## src/rtl/dhc_pkg.sv

```systemverilog
package dhc_pkg;

    typedef enum logic [1:0] {
        BLK_UNC = 2'd0,
        BLK_SHR = 2'd1,
        BLK_EXC = 2'd2
    } blk_state_e;

    typedef enum logic [1:0] {
        RQ_READ  = 2'd0,
        RQ_WRITE = 2'd1,
        RQ_WBACK = 2'd2
    } req_kind_e;

    typedef enum logic [1:0] {
        MS_DATA   = 2'd0,
        MS_INV    = 2'd1,
        MS_FWD_RD = 2'd2,
        MS_FWD_WR = 2'd3
    } msg_kind_e;

    typedef enum logic [2:0] {
        CS_IDLE,
        CS_REPLY,
        CS_INV,
        CS_FWD,
        CS_WOWN
    } ctl_state_e;

    localparam logic ACK_INV   = 1'b0;
    localparam logic ACK_OWNER = 1'b1;

    function automatic logic [31:0] seed_word(input int unsigned idx);
        return 32'hA000 + idx;
    endfunction

endpackage

```

## src/rtl/dhc_dir_store.sv

```systemverilog
module dhc_dir_store
    import dhc_pkg::*;
#(
    parameter int NODES  = 4,
    parameter int BLOCKS = 8,
    parameter int DATA_W = 16,
    localparam int AW = (BLOCKS > 1) ? $clog2(BLOCKS) : 1,
    localparam int NW = (NODES > 1) ? $clog2(NODES) : 1
) (
    input  logic              clk,
    input  logic              rst,
    input  logic [AW-1:0]     rd_addr,
    output blk_state_e        rd_state,
    output logic [NODES-1:0]  rd_pres,
    output logic [NW-1:0]     rd_owner,
    output logic [DATA_W-1:0] rd_data,
    input  logic              wr_en,
    input  logic [AW-1:0]     wr_addr,
    input  blk_state_e        wr_state,
    input  logic [NODES-1:0]  wr_pres,
    input  logic [NW-1:0]     wr_owner,
    input  logic              mem_we,
    input  logic [AW-1:0]     mem_addr,
    input  logic [DATA_W-1:0] mem_wdata
);
    blk_state_e        st_q  [BLOCKS];
    logic [NODES-1:0]  pr_q  [BLOCKS];
    logic [NW-1:0]     ow_q  [BLOCKS];
    logic [DATA_W-1:0] wd_q  [BLOCKS];

    for (genvar b = 0; b < BLOCKS; b++) begin : g_blk
        always_ff @(posedge clk) begin
            if (rst) begin
                st_q[b] <= BLK_UNC;
                pr_q[b] <= '0;
                ow_q[b] <= '0;
                wd_q[b] <= DATA_W'(seed_word(b));
            end else begin
                if (wr_en && wr_addr == AW'(b)) begin
                    st_q[b] <= wr_state;
                    pr_q[b] <= wr_pres;
                    ow_q[b] <= wr_owner;
                end
                if (mem_we && mem_addr == AW'(b)) begin
                    wd_q[b] <= mem_wdata;
                end
            end
        end
    end

    assign rd_state = st_q[rd_addr];
    assign rd_pres  = pr_q[rd_addr];
    assign rd_owner = ow_q[rd_addr];
    assign rd_data  = wd_q[rd_addr];

endmodule

```

## src/rtl/dhc_inv_track.sv

```systemverilog
module dhc_inv_track #(
    parameter int NODES = 4,
    localparam int NW = (NODES > 1) ? $clog2(NODES) : 1,
    localparam int CW = $clog2(NODES + 1)
) (
    input  logic             clk,
    input  logic             rst,
    input  logic             load,
    input  logic [NODES-1:0] load_vec,
    input  logic             send_fire,
    input  logic             ack_fire,
    output logic [NW-1:0]    cur_dst,
    output logic             pending_any,
    output logic             done
);
    logic [NODES-1:0] pend_q;
    logic [CW-1:0]    need_q;
    logic [CW-1:0]    got_q;

    always_comb begin
        cur_dst = '0;
        for (int i = NODES - 1; i >= 0; i--) begin
            if (pend_q[i]) cur_dst = NW'(i);
        end
    end

    always_ff @(posedge clk) begin
        if (rst) begin
            pend_q <= '0;
            need_q <= '0;
            got_q  <= '0;
        end else if (load) begin
            pend_q <= load_vec;
            need_q <= CW'($countones(load_vec));
            got_q  <= '0;
        end else begin
            if (send_fire) pend_q[cur_dst] <= 1'b0;
            if (ack_fire)  got_q <= got_q + CW'(1);
        end
    end

    assign pending_any = |pend_q;
    assign done        = (pend_q == '0) && (got_q == need_q);

endmodule

```

## src/rtl/dhc_home_ctrl.sv

```systemverilog
module dhc_home_ctrl
    import dhc_pkg::*;
#(
    parameter int NODES  = 4,
    parameter int BLOCKS = 8,
    parameter int DATA_W = 16,
    localparam int AW = (BLOCKS > 1) ? $clog2(BLOCKS) : 1,
    localparam int NW = (NODES > 1) ? $clog2(NODES) : 1
) (
    input  logic              clk,
    input  logic              rst,
    input  logic              req_valid,
    output logic              req_ready,
    input  logic [NW-1:0]     req_src,
    input  logic [AW-1:0]     req_addr,
    input  logic [1:0]        req_kind,
    input  logic [DATA_W-1:0] req_data,
    output logic              msg_valid,
    input  logic              msg_ready,
    output logic [NW-1:0]     msg_dst,
    output logic [1:0]        msg_kind,
    output logic [AW-1:0]     msg_addr,
    output logic [NW-1:0]     msg_req,
    output logic [DATA_W-1:0] msg_data,
    input  logic              ack_valid,
    output logic              ack_ready,
    input  logic [NW-1:0]     ack_src,
    input  logic              ack_kind,
    input  logic [DATA_W-1:0] ack_data
);
    ctl_state_e state_q;
    req_kind_e  t_kind_q;
    logic [NW-1:0] t_src_q, t_owner_q;
    logic [AW-1:0] t_addr_q;

    logic [AW-1:0]     rd_addr;
    blk_state_e        rd_state;
    logic [NODES-1:0]  rd_pres;
    logic [NW-1:0]     rd_owner;
    logic [DATA_W-1:0] rd_data;
    logic              wr_en, mem_we;
    logic [AW-1:0]     wr_addr;
    blk_state_e        wr_state;
    logic [NODES-1:0]  wr_pres;
    logic [NW-1:0]     wr_owner;
    logic [DATA_W-1:0] mem_wdata;

    logic [NW-1:0]    inv_dst;
    logic             inv_pending, inv_done, inv_load;
    logic [NODES-1:0] req_bit, t_bit, own_bit, others;

    req_kind_e in_kind;
    logic      accept, msg_fire, ack_fire, owned_elsewhere;

    assign in_kind  = req_kind_e'(req_kind);
    assign req_ready = (state_q == CS_IDLE);
    assign ack_ready = (state_q == CS_INV) || (state_q == CS_WOWN);
    assign accept    = req_valid && req_ready;
    assign msg_fire  = msg_valid && msg_ready;
    assign ack_fire  = ack_valid && ack_ready;

    assign rd_addr  = (state_q == CS_IDLE) ? req_addr : t_addr_q;
    assign req_bit  = NODES'(1) << req_src;
    assign t_bit    = NODES'(1) << t_src_q;
    assign own_bit  = NODES'(1) << t_owner_q;
    assign others   = rd_pres & ~req_bit;
    assign owned_elsewhere = (rd_state == BLK_EXC) && (rd_owner != req_src);
    assign inv_load = accept && in_kind == RQ_WRITE && !owned_elsewhere
                      && rd_state == BLK_SHR && others != '0;

    dhc_dir_store #(.NODES(NODES), .BLOCKS(BLOCKS), .DATA_W(DATA_W)) i_store (
        .clk, .rst, .rd_addr, .rd_state, .rd_pres, .rd_owner, .rd_data,
        .wr_en, .wr_addr, .wr_state, .wr_pres, .wr_owner,
        .mem_we, .mem_addr(wr_addr), .mem_wdata
    );

    dhc_inv_track #(.NODES(NODES)) i_track (
        .clk, .rst,
        .load(inv_load), .load_vec(others),
        .send_fire(state_q == CS_INV && msg_fire),
        .ack_fire(state_q == CS_INV && ack_fire && ack_kind == ACK_INV),
        .cur_dst(inv_dst), .pending_any(inv_pending), .done(inv_done)
    );

    // outgoing message
    always_comb begin
        msg_valid = 1'b0;
        msg_dst   = t_src_q;
        msg_kind  = MS_DATA;
        msg_data  = '0;
        unique case (state_q)
            CS_REPLY: begin
                msg_valid = 1'b1;
                msg_data  = rd_data;
            end
            CS_INV: begin
                msg_valid = inv_pending;
                msg_dst   = inv_dst;
                msg_kind  = MS_INV;
            end
            CS_FWD: begin
                msg_valid = 1'b1;
                msg_dst   = t_owner_q;
                msg_kind  = (t_kind_q == RQ_READ) ? MS_FWD_RD : MS_FWD_WR;
            end
            default: ;
        endcase
    end
    assign msg_addr = t_addr_q;
    assign msg_req  = t_src_q;

    // directory and memory updates
    always_comb begin
        wr_en     = 1'b0;
        mem_we    = 1'b0;
        wr_addr   = t_addr_q;
        wr_state  = BLK_UNC;
        wr_pres   = '0;
        wr_owner  = t_src_q;
        mem_wdata = ack_data;
        if (accept && in_kind == RQ_WBACK) begin
            wr_addr   = req_addr;
            mem_wdata = req_data;
            if (rd_state == BLK_EXC && rd_owner == req_src) begin
                wr_en  = 1'b1;
                mem_we = 1'b1;
                wr_owner = req_src;
            end
        end else if (state_q == CS_REPLY && msg_fire) begin
            wr_en = 1'b1;
            if (t_kind_q == RQ_READ) begin
                wr_state = BLK_SHR;
                wr_pres  = rd_pres | t_bit;
                wr_owner = rd_owner;
            end else begin
                wr_state = BLK_EXC;
                wr_pres  = t_bit;
            end
        end else if (state_q == CS_WOWN && ack_fire && ack_kind == ACK_OWNER
                     && ack_src == t_owner_q) begin
            wr_en = 1'b1;
            if (t_kind_q == RQ_READ) begin
                mem_we   = 1'b1;
                wr_state = BLK_SHR;
                wr_pres  = t_bit | own_bit;
                wr_owner = t_owner_q;
            end else begin
                wr_state = BLK_EXC;
                wr_pres  = t_bit;
            end
        end
    end

    // transaction sequencing
    always_ff @(posedge clk) begin
        if (rst) begin
            state_q   <= CS_IDLE;
            t_kind_q  <= RQ_READ;
            t_src_q   <= '0;
            t_owner_q <= '0;
            t_addr_q  <= '0;
        end else begin
            unique case (state_q)
                CS_IDLE: if (accept && in_kind != RQ_WBACK) begin
                    t_kind_q  <= in_kind;
                    t_src_q   <= req_src;
                    t_addr_q  <= req_addr;
                    t_owner_q <= rd_owner;
                    if (owned_elsewhere)  state_q <= CS_FWD;
                    else if (inv_load)    state_q <= CS_INV;
                    else                  state_q <= CS_REPLY;
                end
                CS_REPLY: if (msg_fire) state_q <= CS_IDLE;
                CS_INV:   if (inv_done) state_q <= CS_REPLY;
                CS_FWD:   if (msg_fire) state_q <= CS_WOWN;
                CS_WOWN:  if (ack_fire && ack_kind == ACK_OWNER && ack_src == t_owner_q)
                              state_q <= CS_IDLE;
                default:  state_q <= CS_IDLE;
            endcase
        end
    end

endmodule

```

## config.mk

```make
export PLATFORM = sky130hd
export DESIGN_NAME = dhc_home_ctrl
export DESIGN_NICKNAME = d
export VERILOG_FILES = /design/src/rtl/dhc_pkg.sv /design/src/rtl/dhc_dir_store.sv /design/src/rtl/dhc_inv_track.sv /design/src/rtl/dhc_home_ctrl.sv
export SDC_FILE = /design/constraint.sdc
export NUM_CORES = 1
export LEC_CHECK = 0
export ABC_AREA = 1
export BUFFER_PORTS_ARGS = -buffer_cell sky130_fd_sc_hd__buf_2
export CAP_MARGIN = 0
export CORE_UTILIZATION = 35
export CTS_BUF_LIST = sky130_fd_sc_hd__clkbuf_8
export CTS_CLUSTER_SIZE = 14
export DETAILED_ROUTE_END_ITERATION = 8
export PLACE_DENSITY_LB_ADDON = 0.15
export SLEW_MARGIN = 0
export SYNTH_ARGS = -nofsm -noshare
export SYNTH_HDL_FRONTEND = slang
export SYNTH_SLANG_ARGS = --single-unit
```

## constraint.sdc

```tcl
create_clock -name clk -period 3.9 [get_ports clk]
set_input_delay 0 -clock clk [delete_from_list [all_inputs] [get_ports clk]]
set_output_delay 0 -clock clk [all_outputs]
set_load 0.01 [all_outputs]
```

==> key figures <==
Outcome
  – Status: finished, final reports clean

Cells and area
  – Most frequent cells in the layout: 271 x nor2_1, 192 x edfxtp_1, 160 x nand2_1
  – Layout cells sized above 1: 17.7%
  – Fin nets: 1,308
  – Area growth syn-to-layout: 17.3%
  – Final Util: 42.2%
  – Antenna cells: 0
  – Most common cell after layout, fill and taps aside: nor2_1

Logic synthesis
  – Synth warn: 0
  – Synthesized area per cell: 9.57 um^2
  – Netlist cell types: 46
  – Mapped cell area: 10,800 um^2
  – Yosys reg bits: 214
  – Post-synth EDFFs: 192
  – Synthesized net count: 1,180
  – Seq/Total Area, Yosys: 57.6%
  – Synth Flop Type: edfxtp_1
  – Post-Synthesis Cells: 1,126
  – Async SR Flop Fraction: 0%

Timing
  – Max-slew violation count: 0
  – Max Fclk: 0.285 GHz
  – RSZ-0062 raised after global routing: false
  – Min Hold Slack: 0.0515 ns
  – Setup TNS: 0 ns
  – Final hold violation count: 0
  – Slew headroom: 31.6%
  – Worst Clk Skew: 0.0313 ns
  – Count of final setup violators: 0
  – Crit share post-route: 90.1%
  – Slew of the pin with the lowest slew margin: 0.997 ns
  – Tmin final: 3.51 ns

Route
  – DR WL/cell: 19.7 um
  – Via/cell ratio: 5.24
  – DRC Markers: 0
  – Via count: 8,713
  – Iteration-0 DRC count of the detailed router: 708
  – Drt pass-1 iters: 5
  – Routed Antenna Nets: 0
  – Final wirelength: 32.7 mm

Global route
  – First-pass GRT wire length: 49.4 mm
  – Largest net degree at the start of global routing: 65
  – Number of global-route vias before repair: 8,321
  – Total congestion overflow: 0
  – Total GRT Usage: 20.9%
  – Initial antenna violation count: 0

Worst hold path
  – Hold Crit Class: primary input to flip-flop
  – Hold-critical path endpoint: i_store.wd_q[4][4]
  – Min-delay src: ack_data[4]
  – Worst Hold Path Cells: 3

Die
  – Row cnt: 63
  – CORE AREA: 30,000 um^2
  – Die area: 31,500 um^2
  – Initial Util: 36.0%
  – Height of the die: 177 um
  – DIE WIDTH: 177 um
  – Num ports: 75

Worst setup path
  – R2R Path End: i_track.pend_q[3]
  – Reg2Reg Setup Slack: 0.39 ns
  – Critical R2R Launch: state_q[1]
  – Bufs and invs on worst path: 4
  – CP Launch Type: flip-flop
  – Critical Path End Type: flip-flop
  – Setup CP Type: flip-flop to flip-flop
  – Kind of cell adding the most delay to the critical path: compound AO/OA/AOI/OAI gates
  – Worst path cell trace: nor2_4 > nand2_4 > o21ai_4 > o21ai_0 > inv_1 > o21ai_0 > nand3_1 > o21ai_0 > a21oi_1 > inv_1 > ha_1 > nand2_1 > inv_1 > nor3_1 > nand3_1 > buf_4 > a211oi_1
  – Worst EP arrival: 3.97 ns
  – Required @ worst endpoint: 4.35 ns
  – R2R cell count: 17
  – Crit-path max FO: 19
  – CP peak stage delay: 0.47 ns
  – Worst path slowest cell: o21ai_4

Clock network
  – CTS tree: done
  – Post-CTS setup buffer count: 0
  – Total CTS buffers: 38
  – CTS Root Cell: clkbuf_8
  – Max Buffers Root-to-Sink: 3
  – Skew-Pair Late Insertion Delay: 0.54 ns
  – Clock-pin slew on the worst setup and hold paths: 0.06 ns
  – CTS sink cnt: 214
  – H-tree Lvls: 2

Pwr
  – Pwr Total: 7.39 mW
  – Peak VDD IR: 285 uV
  – LEAKAGE: 4.99 nW
  – PwrDens: 584 nW/um^2

Job
  – MaxCap Viol Count: 0

Placement
  – I/O Buffers: 74
  – Post-DP HPWL: 21.6 mm
  – Gpl congestion: 0.859
## where the power goes
group	leakage [nW]	switching (mW)	internal, mW
Clock	0.371	0.899	0.971
Sequential	2.07	0.0730	2.64
Combinational	2.55	1.99	0.815
## synthesized netlist by cell type (5+ instances only)
library cell | instances | area share [%]
o221a_2 | 16 | 1.7
inv_1 | 68 | 2.4
mux2i_1 | 16 | 1.5
ha_1 | 6 | 0.70
dfxtp_1 | 22 | 4.1
o21ai_1 | 5 | 0.23
nand3_1 | 59 | 2.7
nand2_1 | 161 | 5.6
nand4_2 | 9 | 1.0
nand4_1 | 36 | 2.1
nor2_2 | 9 | 0.52
clkbuf_1 | 34 | 1.2
edfxtp_1 | 192 | 53
o21ai_0 | 97 | 4.5
buf_2 | 15 | 0.70
nor2_1 | 271 | 9.4
buf_6 | 5 | 0.52
a21oi_1 | 30 | 1.4
o221ai_1 | 19 | 1.5
## registers in the layout (all words and copies together) (netlist names)
name,flops
i_store.pr_q,32
i_track.need_q,3
msg_addr,3
i_store.wd_q,128
t_owner_q,2
t_kind_q,2
i_store.ow_q,16
i_store.st_q,16
state_q,3
i_track.pend_q,4
msg_req,2
i_track.got_q,3
## worst max path at each step
stage	start	endpoint	slack [ns]	cells after the start
6_report	state_q[1]	i_track.pend_q[3]	0.39	17
5_1_grt	state_q[1]	i_track.pend_q[3]	0.02	18
4_1_cts	state_q[1]	i_track.pend_q[3]	0.39	19
3_5_place_dp	state_q[1]	i_track.pend_q[3]	0.38	19
3_3_place_gp	state_q[1]	i_track.pend_q[3]	0.53	17
2_1_floorplan	state_q[1]	i_track.need_q[1]	0.85	18
## worst min-delay path: stages
cell     delay [ns]
buf_2          0.07
mux2i_1        0.22
nor2_1         0.16
## metal layers
layer	wire (um)	GRT usage, %	vias to the layer above	share of wire, %
met5	0	0	-	0
met4	542	5.31	0	1.7
met3	1990	2.98	45	6.1
met2	15200	33.1	301	46
met1	15000	29.9	4192	46
li1	-	-	4175	-
## what timing repair did
item | CTS | global route
resized for setup | 0 | 2
hold endpoints to repair | 70 | 0
setup endpoints to repair | 0 | 3
hold buffers | 29 | 0
## layout make-up
cell class                 instances  area, um^2
sequential                       214        6210
fill                            3039       17300
tap                              390         488
clock buffer                      42         578
multi-input combinational        778        4010
clock inverter                    17        68.8
timing repair buffer             147        1020
inverter                          75         284
## cells by family after synthesis
| group | Yosys count | share of synthesized area (%) |
|---|---|---|
| fa+ha+maj | 7 | 0.882 |
| compound gates | 182 | 10.5 |
| mux | 16 | 1.49 |
| simple gates | 568 | 23.7 |
| flops | 214 | 57.6 |
| buf+inv | 134 | 5.42 |
| xor+xnor | 5 | 0.406 |
## stage by stage
| step | setup WS (ns) | cells | cell area (um^2) |
|---|---|---|---|
| after global placement | 0.530 | 1575 | 11700 |
| final | 0.387 | 1663 | 12600 |
| after detailed placement | 0.383 | 1575 | 11700 |
| after floorplan | 0.853 | 1126 | 10800 |
| after CTS | 0.387 | 1663 | 12600 |
| after global routing | 0.0202 | 1663 | 12600 |
Note: power is estimated with default switching activity, not from simulation.
